**src/rtl/serad_pkg.sv**
```systemverilog
package serad_pkg;

  // Per-cycle commands from the frame control to the datapath.
  typedef struct packed {
    logic clearCarry;  // accepted pair is bit 0: incoming carry forced to 0
    logic sampleBit;   // an operand pair is accepted this cycle
    logic emitCarry;   // present stored carry as the top sum bit
  } serStrobe_t;

endpackage

```
**src/rtl/serad_fa.sv**
```systemverilog
module serad_fa (
  input  logic a,
  input  logic b,
  input  logic cin,
  output logic sum,
  output logic genTerm,
  output logic propTerm,
  output logic cout
);

  logic halfSum;

  always_comb begin
    halfSum  = a ^ b;
    sum      = halfSum ^ cin;
    genTerm  = a & b;
    propTerm = cin & halfSum;
    // The two terms are exclusive, so a plain merge forms the carry.
    cout     = genTerm | propTerm;
  end

endmodule

```
**src/rtl/serad_ctrl.sv**
```systemverilog
module serad_ctrl
  import serad_pkg::*;
#(
  parameter int WIDTH = 8
) (
  input  logic       clk,
  input  logic       rstN,
  input  logic       inValid,
  input  logic       inStart,
  output serStrobe_t strobe
);

  localparam int IDX_W = (WIDTH > 1) ? $clog2(WIDTH) : 1;
  localparam logic [IDX_W-1:0] LAST_IDX = IDX_W'(WIDTH - 1);

  logic             busy;
  logic             emitPending;
  logic [IDX_W-1:0] bitIdx;
  logic [IDX_W-1:0] curIdx;
  logic             accept;
  logic             lastBit;

  always_comb begin
    accept  = inValid && !emitPending && (inStart || busy);
    curIdx  = inStart ? '0 : bitIdx;
    lastBit = accept && (curIdx == LAST_IDX);

    strobe.clearCarry = accept && inStart;
    strobe.sampleBit  = accept;
    strobe.emitCarry  = emitPending;
  end

  always_ff @(posedge clk) begin
    if (!rstN) begin
      busy        <= 1'b0;
      emitPending <= 1'b0;
      bitIdx      <= '0;
    end else begin
      emitPending <= lastBit;
      if (accept) begin
        if (lastBit) begin
          busy   <= 1'b0;
          bitIdx <= '0;
        end else begin
          busy   <= 1'b1;
          bitIdx <= IDX_W'(curIdx + 1'b1);
        end
      end
    end
  end

  // accepting the top pair schedules the carry-out cycle next.
  p_emit_after_top_r4 : assert property (@(posedge clk) disable iff (!rstN)
    lastBit |=> strobe.emitCarry);

  // the carry-out cycle lasts a single cycle.
  p_emit_single_r4 : assert property (@(posedge clk) disable iff (!rstN)
    strobe.emitCarry |=> !strobe.emitCarry);

  // the bit position never runs past the operand length.
  p_idx_in_range_r3 : assert property (@(posedge clk) disable iff (!rstN)
    bitIdx <= LAST_IDX);

  // once no operand is in progress, the position is back at 0.
  p_idle_idx_zero_r6 : assert property (@(posedge clk) disable iff (!rstN)
    !busy |-> (bitIdx == '0));

endmodule

```
**src/rtl/serad_datapath.sv**
```systemverilog
module serad_datapath
  import serad_pkg::*;
(
  input  logic       clk,
  input  logic       rstN,
  input  serStrobe_t strobe,
  input  logic       inX,
  input  logic       inY,
  output logic       sumValid,
  output logic       sumBit,
  output logic       sumLast
);

  logic carryReg;
  logic carryIn;
  logic rawSum;
  logic genTerm;
  logic propTerm;
  logic nextCarry;

  always_comb carryIn = strobe.clearCarry ? 1'b0 : carryReg;

  serad_fa u_fa (
    .a        (inX),
    .b        (inY),
    .cin      (carryIn),
    .sum      (rawSum),
    .genTerm  (genTerm),
    .propTerm (propTerm),
    .cout     (nextCarry)
  );

  always_ff @(posedge clk) begin
    if (!rstN) begin
      carryReg <= 1'b0;
      sumValid <= 1'b0;
      sumBit   <= 1'b0;
      sumLast  <= 1'b0;
    end else if (strobe.sampleBit) begin
      carryReg <= nextCarry;
      sumValid <= 1'b1;
      sumBit   <= rawSum;
      sumLast  <= 1'b0;
    end else if (strobe.emitCarry) begin
      sumValid <= 1'b1;
      sumBit   <= carryReg;
      sumLast  <= 1'b1;
    end else begin
      sumValid <= 1'b0;
      sumBit   <= 1'b0;
      sumLast  <= 1'b0;
    end
  end

  // the first pair of an operand is summed with no incoming carry.
  p_start_clears_r2 : assert property (@(posedge clk) disable iff (!rstN)
    (strobe.sampleBit && strobe.clearCarry) |=> (sumBit == ($past(inX) ^ $past(inY))));

  // the stored carry moves only when a pair is accepted.
  p_carry_hold_r5 : assert property (@(posedge clk) disable iff (!rstN)
    !strobe.sampleBit |=> $stable(carryReg));

  // the carry-out cycle shows the carry stored before it.
  p_emit_value_r4 : assert property (@(posedge clk) disable iff (!rstN)
    strobe.emitCarry |=> (sumBit == $past(carryReg)) && sumLast && sumValid);

  // the last flag never appears without a valid bit.
  p_last_valid_r4 : assert property (@(posedge clk) disable iff (!rstN)
    sumLast |-> sumValid);

endmodule

```
**src/rtl/serial_adder.sv**
```systemverilog
module serial_adder
  import serad_pkg::*;
#(
  parameter int WIDTH = 8
) (
  input  logic clk,
  input  logic rstN,
  input  logic inValid,
  input  logic inStart,
  input  logic inX,
  input  logic inY,
  output logic sumValid,
  output logic sumBit,
  output logic sumLast
);

  serStrobe_t strobe;

  serad_ctrl #(.WIDTH(WIDTH)) u_ctrl (
    .clk     (clk),
    .rstN    (rstN),
    .inValid (inValid),
    .inStart (inStart),
    .strobe  (strobe)
  );

  serad_datapath u_dp (
    .clk      (clk),
    .rstN     (rstN),
    .strobe   (strobe),
    .inX      (inX),
    .inY      (inY),
    .sumValid (sumValid),
    .sumBit   (sumBit),
    .sumLast  (sumLast)
  );

endmodule

```
**config.mk**
```make
export PLATFORM = sky130hd
export DESIGN_NAME = serial_adder
export DESIGN_NICKNAME = d
export VERILOG_FILES = /design/src/rtl/serad_pkg.sv /design/src/rtl/serad_fa.sv /design/src/rtl/serad_ctrl.sv /design/src/rtl/serad_datapath.sv /design/src/rtl/serial_adder.sv
export SDC_FILE = /design/constraint.sdc
export NUM_CORES = 1
export LEC_CHECK = 0
export BUFFER_PORTS_ARGS = -buffer_cell sky130_fd_sc_hd__buf_2
export CAP_MARGIN = 20
export CORE_AREA = 2 2 39 41
export CTS_CLUSTER_SIZE = 25
export DETAILED_ROUTE_END_ITERATION = 10
export DIE_AREA = 0 0 41 43
export PLACE_DENSITY = 0.61
export SLEW_MARGIN = 20
export SYNTH_ARGS = -nofsm -noshare
export SYNTH_HDL_FRONTEND = slang
export SYNTH_SLANG_ARGS = --single-unit
export TNS_END_PERCENT = 5
```
**constraint.sdc**
```tcl
create_clock -name clk -period 2 [get_ports clk]
set_input_delay 0.1 -clock clk [delete_from_list [all_inputs] [get_ports clk]]
set_output_delay 0.1 -clock clk [all_outputs]
set_load 0.005 [all_outputs]
```
==> results.md <==
- Outcome: completed
- Final net count: 62
- Setup TNS: 0 ns
- Post-synthesis mux area share: 0.0461
- Diodes inserted: 0
- Fmax: 0.685 GHz
- Max layer used: met4
- Final core utilization: 0.365
- Hold Path Stages: 2
- Post-route ant nets: 0
- Area Growth Syn to Fin: 16.4%
- Root Driver: clkbuf_4
- CTS tree: done
- RSZ-0062 raised after global routing: no
- Critical Path Source Type: flop
- WL met2: 331 um
- Commonest non-fill, non-tap cells in the layout: dfxtp_1 (9), buf_2 (8), nand2_1 (4)
- H-tree Lvls: 1
- Largest net degree at the start of global routing: 11
- DRT Pass-1 Iters: 4
- Setup ws final: 0.541 ns
- Port Buf Inserts: 8
- M1 WL: 346 um
- Netlist cell types: 24
- R2R Path End: u_dp.sumBit
- # DRC: 0
- Non-Filler Instances: 68
- Final setup fails: 0
- Hold path endpoint: u_dp.sumValid
- All-layer global routing usage: 0.109
- Commonest non-fill, non-tap cell in the layout: dfxtp_1
- Mapped Area: 434 um2
- Critical path class: flop to flop
- Clock Sinks: 9
- Post-CTS Setup Bufs: 0
- Final Skew: 0.00141 ns
- Wirelength per Cell: 11.0 um
- Top Ports: 9
- Hold WC Path Type: input pin to flop
- Clock-pin slew on the worst setup and hold paths: 0.06 ns
- Yosys reg bits: 9
- CTS hold repair buffers: 0
- Sequential area share after synthesis: 0.415
- Pleak: 0.000245 uW
- Die height: 43 um
- Reg-to-Reg Start: u_ctrl.emitPending
- Half-perimeter wire length after placement: 531 um
- Inserted Clock Buffers: 3
- Pins Over Slew Limit: 0
- Synthesis Warnings: 0
- Global-route wire length before repair: 1150 um
- Simple-gate share of the synthesized area: 0.242
- Post-Synth Adder-Cell Area: 0.104
- Syn avg cell area: 10.3 um2
- Final period util: 0.729
- Std-Cell Rows: 14
- CP Max Fanout: 6
- Vias in the first global route: 286
- Routability cong.: 0.667
- Post_cts resized: 0
- Setup slack, reg-to-reg: 0.54 ns
- Pwr per Cell Area: 742 nW/um2
- Starting DRC count in detailed routing: 7
- Synth Area in Compound Gates: 0.133
- Vias per cell: 4.50
- Mapped Nets: 51
- Core Area: 1380 um2
- Die area: 1760 um2
- CP required: 2.16 ns
- Routed via count: 306
- WHS: 0.148 ns
- Hold path startpoint: rstN
- Maxcap violations: 0
- Clock latency on the worst-skew pair: 0.26 ns
- Initial Util: 0.314
- Cells on worst reg2reg path: 6
- DRT Wirelength: 749 um
- Slew HR: 0.848
- XOR/XNOR share of the synthesized area: 0
- Slew @ Worst Pin: 0.227 ns
- Post-Synthesis Cells: 42
- Arr. time, crit path: 1.61 ns
- Fillers: 145
- Layout cells sized above 1: 0.346
- Main combinational cell family by area after synthesis: simple AND/OR/NAND/NOR gates
- Final hold violations: 0
- Inst Count DP: 64
- GRT overflow: 0
- Max clock buf depth: 2
- Initial antenna violation count: 0
- Crit. End Element: flop
- Worst slack, placed: 0.543 ns
- Die X: 41 um
- Worst ir drop on vdd: 0.000227 V
- Routed wire length on met3: 56 um
- Crit path time final: 1.46 ns
-- synthesized netlist by cell type (all sizes together) --
| master | n | area (um2) |
|---|---|---|
| dfxtp | 9 | 180 |
| nand2 | 4 | 15.0 |
| and2b | 3 | 27.5 |
| inv | 3 | 11.3 |
| a211oi | 2 | 20.0 |
| a21oi | 2 | 10.0 |
| and2 | 2 | 15.0 |
| ha | 2 | 25.0 |
| mux2i | 2 | 20.0 |
| nand3b | 2 | 15.0 |
| a32o | 1 | 10.0 |
| and3 | 1 | 6.26 |
| buf | 1 | 11.3 |
| clkbuf | 1 | 3.75 |
| fa | 1 | 20.0 |
| nand3 | 1 | 5.00 |
| nor2 | 1 | 3.75 |
| nor2b | 1 | 8.76 |
| o211a | 1 | 10.0 |
| o21a | 1 | 7.51 |
| or2 | 1 | 8.76 |
-- stage by stage --
step / instance area, um2 / power [uW]
final: 505 / 375
after CTS: 505 / 383
after detailed placement: 479 / 238
after floorplan: 434 / 227
after global routing: 505 / 393
after global placement: 479 / 237
-- state kept, by name, indices dropped and copies added (netlist names) --
| signal | count |
|---|---|
| u_dp.sumLast | 1 |
| u_ctrl.bitIdx | 3 |
| u_ctrl.emitPending | 1 |
| u_ctrl.busy | 1 |
| u_dp.sumValid | 1 |
| u_dp.carryReg | 1 |
| u_dp.sumBit | 1 |
-- how the worst max path moves through the flow --
stage / from / endpoint / slack, ns / depth (start not counted)
floorplan: u_ctrl.emitPending / u_dp.sumBit / 0.65 / 6
global placement: u_ctrl.emitPending / u_dp.sumBit / 0.58 / 6
detailed placement: u_ctrl.emitPending / u_dp.sumBit / 0.54 / 6
CTS: u_ctrl.emitPending / u_dp.sumBit / 0.54 / 6
global route: u_ctrl.emitPending / u_dp.sumBit / 0.42 / 6
finish: u_ctrl.emitPending / u_dp.sumBit / 0.54 / 6
-- metal layers --
layer / global-route usage / vias up
met5: 0 / -
met4: 0.0600 / 0
met3: 0.0942 / 4
met2: 0.147 / 9
met1: 0.110 / 132
li1: - / 161
-- worst max-delay path, cell delays in order (launching register included) --
cell	delay (ns)
dfxtp_1	0.38
nor2b_2	0.09
nand2_1	0.08
nand2_1	0.07
fa_1	0.49
nor2_1	0.05
a32o_1	0.20
-- power breakdown --
part	switching, uW	internal, uW
sequential	3.61	187
clock	64.3	76.9
combinational	21.6	22.0
-- logic make-up after synthesis --
kind of cell	count (synthesis)
AOI/OAI and AO/OA	7
adders and majority gates	3
buffers and inverters	5
DFF	9
muxes	2
and+or+nand+nor	16
-- area by class of cell --
type,instances,area (um2),share of cell area
multi-input combinational,28,228,0.450
inverter,3,11.3,0.0223
sequential,9,180,0.356
timing repair buffer,8,40.0,0.0792
tap,16,20.0,0.0396
clock buffer,4,26.3,0.0520
No activity file was read; power rests on OpenSTA's default activity.
